[src/rtl/i2c_endseq_pkg.sv]
package i2c_endseq_pkg;

    typedef enum logic [3:0] {
        ST_IDLE,
        ST_ACK_LOW,
        ST_ACK_REL,
        ST_ACK_HIGH,
        ST_STP_SDA,
        ST_STP_LOW,
        ST_STP_REL,
        ST_STP_HIGH,
        ST_STP_SDAREL,
        ST_STP_TAIL
    } seq_state_t;

    function automatic logic is_ack_state(input seq_state_t s);
        return (s == ST_ACK_LOW) || (s == ST_ACK_REL) || (s == ST_ACK_HIGH);
    endfunction

    function automatic logic is_counting(input seq_state_t s);
        return (s == ST_ACK_LOW) || (s == ST_ACK_HIGH) || (s == ST_STP_LOW) ||
               (s == ST_STP_HIGH) || (s == ST_STP_TAIL);
    endfunction

endpackage

[src/rtl/i2c_endseq_baud.sv]
module i2c_endseq_baud #(
    parameter int BAUD_W = 7
) (
    input  logic              clk,
    input  logic              rst_n,
    input  logic [BAUD_W-1:0] reload,
    input  logic              load,
    input  logic              run,
    output logic              expired
);

    localparam logic [BAUD_W-1:0] MIN_RELOAD = BAUD_W'(1);

    logic [BAUD_W-1:0] cnt;
    logic [BAUD_W-1:0] eff_reload;

    // a zero reload would give a one-clock period; floor it
    always_comb begin
        eff_reload = (reload == '0) ? MIN_RELOAD : reload;
    end

    always_ff @(posedge clk or negedge rst_n) begin
        if (!rst_n) begin
            cnt <= '0;
        end else if (load) begin
            cnt <= eff_reload;
        end else if (run && (cnt != '0)) begin
            cnt <= cnt - BAUD_W'(1);
        end
    end

    always_comb begin
        expired = run && !load && (cnt == '0);
    end

endmodule

[src/rtl/i2c_endseq_fsm.sv]
module i2c_endseq_fsm
    import i2c_endseq_pkg::*;
(
    input  logic       clk,
    input  logic       rst_n,
    input  logic       ack_go,
    input  logic       ack_bit,
    input  logic       stop_go,
    input  logic       scl_in,
    input  logic       sda_in,
    input  logic       expired,
    output seq_state_t state,
    output logic       cnt_load,
    output logic       cnt_run,
    output logic       seq_start,
    output logic       seq_done,
    output logic       seen_set,
    output logic       scl_oe,
    output logic       sda_oe,
    output logic       ack_en,
    output logic       stop_en
);

    seq_state_t state_q;
    seq_state_t state_d;
    logic       ack_dat_q;
    logic       park_q;
    logic       ack_done;
    logic       stop_done;

    // next state and strobes
    always_comb begin
        state_d   = state_q;
        cnt_load  = 1'b0;
        seq_start = 1'b0;
        ack_done  = 1'b0;
        stop_done = 1'b0;
        seen_set  = 1'b0;
        unique case (state_q)
            ST_IDLE: begin
                if (ack_go) begin
                    state_d   = ST_ACK_LOW;
                    cnt_load  = 1'b1;
                    seq_start = 1'b1;
                end else if (stop_go) begin
                    state_d   = ST_STP_SDA;
                    seq_start = 1'b1;
                end
            end
            ST_ACK_LOW: begin
                if (expired) state_d = ST_ACK_REL;
            end
            ST_ACK_REL: begin
                if (scl_in) begin
                    state_d  = ST_ACK_HIGH;
                    cnt_load = 1'b1;
                end
            end
            ST_ACK_HIGH: begin
                if (expired) begin
                    state_d  = ST_IDLE;
                    ack_done = 1'b1;
                end
            end
            ST_STP_SDA: begin
                if (!sda_in) begin
                    state_d  = ST_STP_LOW;
                    cnt_load = 1'b1;
                end
            end
            ST_STP_LOW: begin
                if (expired) state_d = ST_STP_REL;
            end
            ST_STP_REL: begin
                if (scl_in) begin
                    state_d  = ST_STP_HIGH;
                    cnt_load = 1'b1;
                end
            end
            ST_STP_HIGH: begin
                if (expired) state_d = ST_STP_SDAREL;
            end
            ST_STP_SDAREL: begin
                if (sda_in && scl_in) begin
                    state_d  = ST_STP_TAIL;
                    cnt_load = 1'b1;
                    seen_set = 1'b1;
                end
            end
            ST_STP_TAIL: begin
                if (expired) begin
                    state_d   = ST_IDLE;
                    stop_done = 1'b1;
                end
            end
            default: state_d = ST_IDLE;
        endcase
    end

    // state register with the latched ack bit and the idle clock park
    always_ff @(posedge clk or negedge rst_n) begin
        if (!rst_n) begin
            state_q   <= ST_IDLE;
            ack_dat_q <= 1'b1;
            park_q    <= 1'b0;
        end else begin
            state_q <= state_d;
            if ((state_q == ST_IDLE) && ack_go) ack_dat_q <= ack_bit;
            if (ack_done)       park_q <= 1'b1;
            else if (stop_done) park_q <= 1'b0;
        end
    end

    // line drive and status per state
    always_comb begin
        scl_oe = 1'b0;
        sda_oe = 1'b0;
        unique case (state_q)
            ST_IDLE:       scl_oe = park_q;
            ST_ACK_LOW: begin
                scl_oe = 1'b1;
                sda_oe = !ack_dat_q;
            end
            ST_ACK_REL,
            ST_ACK_HIGH:   sda_oe = !ack_dat_q;
            ST_STP_SDA,
            ST_STP_LOW: begin
                scl_oe = 1'b1;
                sda_oe = 1'b1;
            end
            ST_STP_REL,
            ST_STP_HIGH:   sda_oe = 1'b1;
            ST_STP_SDAREL,
            ST_STP_TAIL: begin
                scl_oe = 1'b0;
                sda_oe = 1'b0;
            end
            default: begin
                scl_oe = 1'b0;
                sda_oe = 1'b0;
            end
        endcase
        ack_en   = is_ack_state(state_q);
        stop_en  = (state_q != ST_IDLE) && !is_ack_state(state_q);
        cnt_run  = is_counting(state_q);
        seq_done = ack_done || stop_done;
        state    = state_q;
    end

endmodule

[src/rtl/i2c_endseq_flags.sv]
module i2c_endseq_flags #(
    parameter int DATA_W = 8
) (
    input  logic              clk,
    input  logic              rst_n,
    input  logic              busy,
    input  logic              seq_start,
    input  logic              seq_done,
    input  logic              seen_set,
    input  logic              buf_wr,
    input  logic [DATA_W-1:0] buf_wdata,
    input  logic              irq_clr,
    input  logic              wcol_clr,
    output logic [DATA_W-1:0] buf_q,
    output logic              irq_flag,
    output logic              stop_seen,
    output logic              wcol
);

    always_ff @(posedge clk or negedge rst_n) begin
        if (!rst_n) begin
            buf_q     <= '0;
            irq_flag  <= 1'b0;
            stop_seen <= 1'b0;
            wcol      <= 1'b0;
        end else begin
            if (buf_wr && !busy) buf_q <= buf_wdata;

            if (buf_wr && busy)  wcol <= 1'b1;
            else if (wcol_clr)   wcol <= 1'b0;

            if (seq_done)        irq_flag <= 1'b1;
            else if (irq_clr)    irq_flag <= 1'b0;

            if (seq_start)       stop_seen <= 1'b0;
            else if (seen_set)   stop_seen <= 1'b1;
        end
    end

endmodule

[src/rtl/i2c_endseq.sv]
module i2c_endseq
    import i2c_endseq_pkg::*;
#(
    parameter int BAUD_W = 7,
    parameter int DATA_W = 8
) (
    input  logic              clk,
    input  logic              rst_n,
    input  logic [BAUD_W-1:0] baud_reload,
    input  logic              ack_go,
    input  logic              ack_bit,
    input  logic              stop_go,
    input  logic              buf_wr,
    input  logic [DATA_W-1:0] buf_wdata,
    output logic [DATA_W-1:0] buf_q,
    input  logic              irq_clr,
    input  logic              wcol_clr,
    input  logic              scl_in,
    input  logic              sda_in,
    output logic              scl_oe,
    output logic              sda_oe,
    output logic              ack_en,
    output logic              stop_en,
    output logic              irq_flag,
    output logic              stop_seen,
    output logic              wcol
);

    seq_state_t state;
    logic       cnt_load;
    logic       cnt_run;
    logic       expired;
    logic       seq_start;
    logic       seq_done;
    logic       seen_set;
    logic       busy;

    i2c_endseq_baud #(.BAUD_W(BAUD_W)) u_baud (
        .clk     (clk),
        .rst_n   (rst_n),
        .reload  (baud_reload),
        .load    (cnt_load),
        .run     (cnt_run),
        .expired (expired)
    );

    i2c_endseq_fsm u_fsm (
        .clk       (clk),
        .rst_n     (rst_n),
        .ack_go    (ack_go),
        .ack_bit   (ack_bit),
        .stop_go   (stop_go),
        .scl_in    (scl_in),
        .sda_in    (sda_in),
        .expired   (expired),
        .state     (state),
        .cnt_load  (cnt_load),
        .cnt_run   (cnt_run),
        .seq_start (seq_start),
        .seq_done  (seq_done),
        .seen_set  (seen_set),
        .scl_oe    (scl_oe),
        .sda_oe    (sda_oe),
        .ack_en    (ack_en),
        .stop_en   (stop_en)
    );

    always_comb busy = (state != ST_IDLE);

    i2c_endseq_flags #(.DATA_W(DATA_W)) u_flags (
        .clk       (clk),
        .rst_n     (rst_n),
        .busy      (busy),
        .seq_start (seq_start),
        .seq_done  (seq_done),
        .seen_set  (seen_set),
        .buf_wr    (buf_wr),
        .buf_wdata (buf_wdata),
        .irq_clr   (irq_clr),
        .wcol_clr  (wcol_clr),
        .buf_q     (buf_q),
        .irq_flag  (irq_flag),
        .stop_seen (stop_seen),
        .wcol      (wcol)
    );

endmodule

[config.mk]
export PLATFORM = sky130hd
export DESIGN_NAME = i2c_endseq
export DESIGN_NICKNAME = d
export VERILOG_FILES = /design/src/rtl/i2c_endseq_pkg.sv /design/src/rtl/i2c_endseq_baud.sv /design/src/rtl/i2c_endseq_fsm.sv /design/src/rtl/i2c_endseq_flags.sv /design/src/rtl/i2c_endseq.sv
export SDC_FILE = /design/constraint.sdc
export NUM_CORES = 1
export LEC_CHECK = 0
export BUFFER_PORTS_ARGS = -buffer_cell sky130_fd_sc_hd__buf_2
export CORE_MARGIN = 2
export CORE_UTILIZATION = 45
export CTS_BUF_LIST = sky130_fd_sc_hd__clkbuf_4 sky130_fd_sc_hd__clkbuf_8 sky130_fd_sc_hd__clkbuf_16
export DETAILED_ROUTE_END_ITERATION = 16
export MAX_ROUTING_LAYER = met4
export PLACE_DENSITY = 0.75
export SLEW_MARGIN = 20
export SYNTH_ARGS = -nofsm -noshare
export SYNTH_HDL_FRONTEND = slang
export SYNTH_SLANG_ARGS = --single-unit
[constraint.sdc]
create_clock -name clk -period 1.6 [get_ports clk]
set_input_delay 0.32 -clock clk [delete_from_list [all_inputs] [get_ports clk]]
set_output_delay 0.32 -clock clk [all_outputs]
set_load 0.02 [all_outputs]
* Word level (Yosys, flattened, before mapping)
Cells that the tools add are included.
** Storage, ports and cells
- Bits in read-only memories :: 0
- Flip-flop bits (word level) :: 24
- Input bits :: 25
- RAM bits :: 0
- Memories kept :: 0
- Logic and storage cells :: 98
- Bits in latches :: 0
- Output and inout port bits :: 15
** Cells by class
- Reductions and logical operators :: 35
- Add/sub/neg operators :: 1
- Bitwise gates (word level) :: 0
- Div/mod/pow operators :: 0
- Order comparisons :: 0
- Muxes and demuxes :: 36
- Multiply operators :: 0
- Shifts and indexed selects :: 0
- Eq/ne operators :: 18
** Operator list (number)
- two-way mux 4 bit :: 10
- case mux 4 bit (9 select lines) :: 1
- two-way mux 7 bit :: 3
- two-way mux 1 bit :: 19
- == test 4 x 3 -> 1 bit, second input constant :: 4
- logical NOT 7 bit :: 2
- inequality test 2 bit, second input constant :: 6
- nonzero test 2 bit :: 5
- AND reduction 9 bit :: 1
- == test 4 x 2 -> 1 bit, second input constant :: 2
- == test 4 bit, second input constant :: 2
- logical AND 1 bit :: 8
- logical OR 1 bit :: 7
- nonzero test 7 bit :: 1
- subtractor 7 x 1 -> 7 bit, second input constant :: 1
- OR reduction 3 bit :: 2
- == test 4 x 1 -> 1 bit, second input constant :: 1
- logical NOT 1 bit :: 4
- logical NOT 4 bit :: 1
- inequality test 2 x 1 -> 1 bit, second input constant :: 2
- case mux 1 bit (2 select lines) :: 2
- case mux 1 bit (4 select lines) :: 1
- nonzero test 4 bit :: 1
- OR reduction 2 bit :: 2
- 2 further kinds :: 2

* Depth between registers and ports, before layout
- Depth in word-level cells :: 11
- Depth in mapped cells :: 6
- Depth with buffers taken out :: 6

* By module
Synthesis repeated with hierarchy kept, for this count alone.
** Unflattened totals
- Cells, all modules :: 146
- Area total of the unflattened synthesis :: 1440.1 µm²
** Modules (own cells, without submodules)
- i2c_endseq_baud :: times used 1, area an instance 513.0 µm², cells an instance 56, seq. area each 175.2 µm²
- i2c_endseq_fsm :: times used 1, area an instance 467.9 µm², cells an instance 61, seq. area each 151.4 µm²
- i2c_endseq_flags :: times used 1, area an instance 451.7 µm², cells an instance 28, seq. area each 275.3 µm²
- i2c_endseq :: times used 1, area an instance 7.5 µm², cells an instance 1, seq. area each 0.0 µm²

* Worst setup path after synthesis
OpenSTA, ideal clock, no wires.
- Path type :: reg-to-reg
- Start :: register u_fsm.state_q[1], in the netlist u_fsm.state[1]
- End :: register u_baud.cnt[0]
- Buffers on the path :: 0
- Stages on the path, launching flop included :: 5
- Setup slack :: -0.121 ns
- Data arrival time :: 1.595 ns
- Setup time :: 0.126 ns
- Data required time :: 1.474 ns
- Period minus slack after synthesis :: 1.721 ns
- Path through :: dfrtp_1 > or3b_1 > a211o_1 > and3_4 > a221o_1
** On the way
- Word-level cells in the longest chain between the ends :: 7
- Elaborated cells on any way between the ends :: 19
- Classes of those cells :: eq/ne (9); mux (2); reduce/logical (8)
** Ends and longest elaborated chain
- start: declaration :: RTL line i2c_endseq_fsm.sv:24 : seq_state_t state_q;
- start signal: assignment :: RTL line i2c_endseq_fsm.sv:107 : state_q <= state_d;
- parallel branches: the longest is 7 deep, another holds two-way mux 7 bit
- end signal: assignment :: RTL line i2c_endseq_baud.sv:26 : cnt <= eff_reload;
- end signal: assignment :: RTL line i2c_endseq_baud.sv:28 : cnt <= cnt - BAUD_W'(1);
- end: declaration :: RTL line i2c_endseq_baud.sv:14 : logic [BAUD_W-1:0] cnt;
Several ways; the timed one is not identified.
A chain may end at the register's enable or synchronous reset.

* Worst setup path after layout
Same ends and word-level chain as after synthesis.

==> results.py <==
metrics = {
    "clock_network": {
        "clock_latency_ps": 340,
        "cts_made_buffers": 3,
        "clk_pin_slew_ps": 150,
        "cts_root_buf": "clkbuf_4",
        "cts_tree": "built",
        "clockBufferDepth": 2,
        "numClockSinks": 24,
        "htreeDepth": 1,
    },
    "yosys": {
        "yosys-top-cells-area": "dfrtp_1, mux2_2, nor2_1",
        "synth_xor_area_frac": 0.0137,
        "ys_types": 45,
        "yosysSeqAreaShare": 0.472,
        "synth_fa_ha_area_frac": 0.00980,
        "synthesis.area_sq_mm": 0.00128,
        "synth.avg_cell_area_sq_um": 10.2,
        "async_reset_ff_frac": 1.00,
        "synth_fp_nets": 151,
        "yosys.area_share.simple": 0.190,
        "synth_edf_count": 0,
        "yosysTopAreaCell": "dfrtp_1",
        "muxShareOfSynthArea": 0.0794,
        "yosysWarnings": 0,
        "synth_top_family_by_area": "compound AO/OA/AOI/OAI gates",
        "synth_cells": 125,
        "ys_ff_latch": 24,
        "synthFlopType": "dfrtp_1",
        "synth_compound_area_frac": 0.201,
        "synth_top_area_frac": 0.451,
    },
    "sta": {
        "fin_ws_ps": -228,
        "setup_violations": 12,
        "skew_ps": 14.0,
        "period_share": 1.14,
        "fin_setup_tns_ps": -1600,
        "rsz0062_at_grt": "true",
        "whs_ps": 160,
        "post-route-min-period_ps": 1830,
        "slew_violations": 0,
        "max_freq_mhz": 547,
        "slew_headroom": 0.632,
        "tightest_slew_ps": 552,
        "hold_viol_final": 0,
    },
    "placement": {
        "place_hpwl_um": 2410,
        "port-buffer-count": 39,
        "gp_congestion": 0.807,
    },
    "route": {
        "wirelength_um": 3560,
        "first_pass_iters": 4,
        "route.detailed.drc": 0,
        "vias": 1270,
        "postRouteAntennaNets": 0,
        "vias_per_cell": 5.62,
        "drtIter0Drc": 92,
        "drt-wirelength-per-cell_um": 15.7,
    },
    "final_layout": {
        "areaGrowthSynthToFinish_pct": 49.4,
        "insertedDiodeCount": 0,
        "layout-drive-gt1-share": 0.538,
        "nNetsFinal": 222,
    },
    "power": {
        "sw_frac_of_total": 0.393,
        "power.density_mw_per_mm2": 1820,
        "ir_drop_mv": 1.23,
        "clockPowerShare": 0.132,
        "pwr-share-comb": 0.564,
        "switching_power_uw": 1370,
        "p_seq_frac": 0.304,
        "p_int_uw": 2110,
        "leakage_uw": 0.000910,
    },
    "worst_hold_path": {
        "hp-start": "irq_clr",
        "holdPathStages": 2,
        "hp-class": "in -> reg",
        "hold_path_end": "u_flags.irq_flag$_DFFE_PN0P_",
    },
    "floorplan": {
        "initial_core_util": 0.467,
        "dieWidth_um": 57.3,
        "core_area_sq_mm": 0.00273,
        "io_pins": 40,
        "fp-row-count": 19,
        "die_area_sq_mm": 0.00328,
        "fp.dieH_um": 57.3,
    },
    "setup_path": {
        "crit_type": "reg -> reg",
        "cp_max_fo": 5,
        "regToRegSetupSlack_ps": -230,
        "worst_setup_path_start_kind": "register",
        "slowest_stage": "dfrtp_2",
        "crit_buf_inv": 0,
        "worstReg2RegEnd": "u_baud.cnt[0]$_DFFE_PN0P_",
        "crit_path_end_kind": "register",
        "r2r_cells": 4,
        "reg2reg_from": "u_fsm.state[1]$_DFFE_PN0P_",
        "cp_data_arrival_time_ps": 2070,
        "required_ps": 1850,
        "crit_chain": "or3b_4 -> a211o_1 -> and3_4 -> a221o_1",
        "cpPeakStageDelay_ps": 480,
        "crit_family": "compound AO/OA/AOI/OAI gates",
    },
    "grt": {
        "met2_usage": 0.369,
        "grt_max_degree": 25,
        "grt_use_met3": 0.0295,
        "antenna_found_initial": 0,
        "grt.busiest_layer": "met2",
        "grt_pass1_wl_um": 5290,
        "track_usage": 0.219,
        "globalRoute.totalOverflow": 0,
        "met1_usage": 0.262,
        "grt_pass1_vias": 1189,
    },
    "run_status": {
        "outcome": "finished, violations left",
        "violations": "negative setup slack",
    },
    "run": {
        "drv_cap": 0,
    },
}
cells in the final DEF (no fill, tap or decap), types with 2 or more instances in the layout:
master	count
buf_2	35
nor2_1	12
nand3_1	3
mux2_2	9
o21ai_0	7
buf_6	6
a211oi_1	2
nor3_1	2
clkbuf_4	3
inv_1	6
dfrtp_2	2
o21ai_1	3
or3_1	3
a21oi_1	2
nand2_1	4
o31a_1	2
dfrtp_1	21
o22a_1	2
buf_4	27
o211ai_1	2
power groups by stage:
stage / Sequential [uW] / Combinational [uW] / Clock (uW)
after floorplan: 1140 / 877 / 0
after global placement: 1010 / 1510 / 0
after detailed placement: 1030 / 1570 / 0
after CTS: 1030 / 1700 / 458
after global routing: 1080 / 2100 / 488
final: 1060 / 1960 / 460
area by class of cell:
cell class                 instances  area [sq um]
clock inverter                     1          30.0
fill                             181           827
timing repair buffer              70           475
inverter                           7          26.3
sequential                        24           604
tap                               31          38.8
clock buffer                       3          22.5
multi-input combinational         90           709
logic make-up (layout without fill, tap and decap cells):
family | count (synthesis) | in the layout
multiplexers | 9 | 9
buffers and inverters | 11 | 81
XOR/XNOR | 2 | 2
AO/OA/AOI/OAI | 34 | 34
adder cells (fa/ha/maj) | 1 | 1
flip-flops | 24 | 24
AND/OR/NAND/NOR | 44 | 44
stage by stage:
stage               cells  total power [uW]  setup WS [ps]   util  cell area, sq um
finish                226              3480           -228  0.697              1910
global route          226              3670           -254  0.697              1910
CTS                   220              3180           -203  0.658              1800
detailed placement    212              2600           -195  0.609              1660
global placement      212              2530           -118  0.609              1660
floorplan             125              2020          -85.7      -              1290
routing by layer:
layer | vias to the layer above | routed length (um)
met5 | - | 0
met4 | 0 | 94
met3 | 9 | 169
met2 | 44 | 1820
met1 | 614 | 1480
li1 | 603 | -
sequential cells by signal (all words and copies together) (netlist names):
register	count
u_flags.irq_flag	1
u_flags.stop_seen	1
u_flags.buf_q	8
u_fsm.state	4
u_fsm.ack_dat_q	1
u_fsm.park_q	1
u_baud.cnt	7
u_flags.wcol	1
worst max-delay path by stage:
| stage | to | startpoint | cells after the start | slack (ps) |
|---|---|---|---|---|
| after floorplan | u_baud.cnt[0]$_DFFE_PN0P_ | u_fsm.state[1]$_DFFE_PN0P_ | 4 | -90 |
| after global placement | u_baud.cnt[0]$_DFFE_PN0P_ | u_fsm.state[1]$_DFFE_PN0P_ | 4 | -120 |
| after detailed placement | u_baud.cnt[1]$_DFFE_PN0P_ | scl_in | 5 | -190 |
| after CTS | u_baud.cnt[0]$_DFFE_PN0P_ | u_fsm.state[1]$_DFFE_PN0P_ | 4 | -200 |
| after global routing | u_baud.cnt[0]$_DFFE_PN0P_ | u_fsm.state[1]$_DFFE_PN0P_ | 4 | -250 |
| final | u_baud.cnt[0]$_DFFE_PN0P_ | u_fsm.state[1]$_DFFE_PN0P_ | 4 | -230 |
what timing repair did:
item,in CTS,in global routing
hold buffers,1,0
buffers inserted,3,6
resized for setup,12,19
endpoints found under the setup margin,20,25
pin swaps,1,3
hold endpoints to repair,23,0
synthesized netlist by cell type, types with 2 or more instances:
library cell,instances
nor2_1,14
dfrtp_1,23
o31a_1,2
o211ai_1,2
o22a_1,2
clkbuf_1,2
or2_2,2
o21ai_0,10
inv_1,7
or3_1,4
nand2_1,6
nand3_1,3
nor3_1,3
a211oi_1,2
nor2b_1,2
mux2_2,9
buf_2,2
a21oi_1,3
worst reg2reg max path, delay by kind of cell, from the launching register on:
family          cells  cell delay, ps
compound gates      2             640
flops               1             480
simple gates        2             610
No activity file was read; power rests on OpenSTA's default activity.
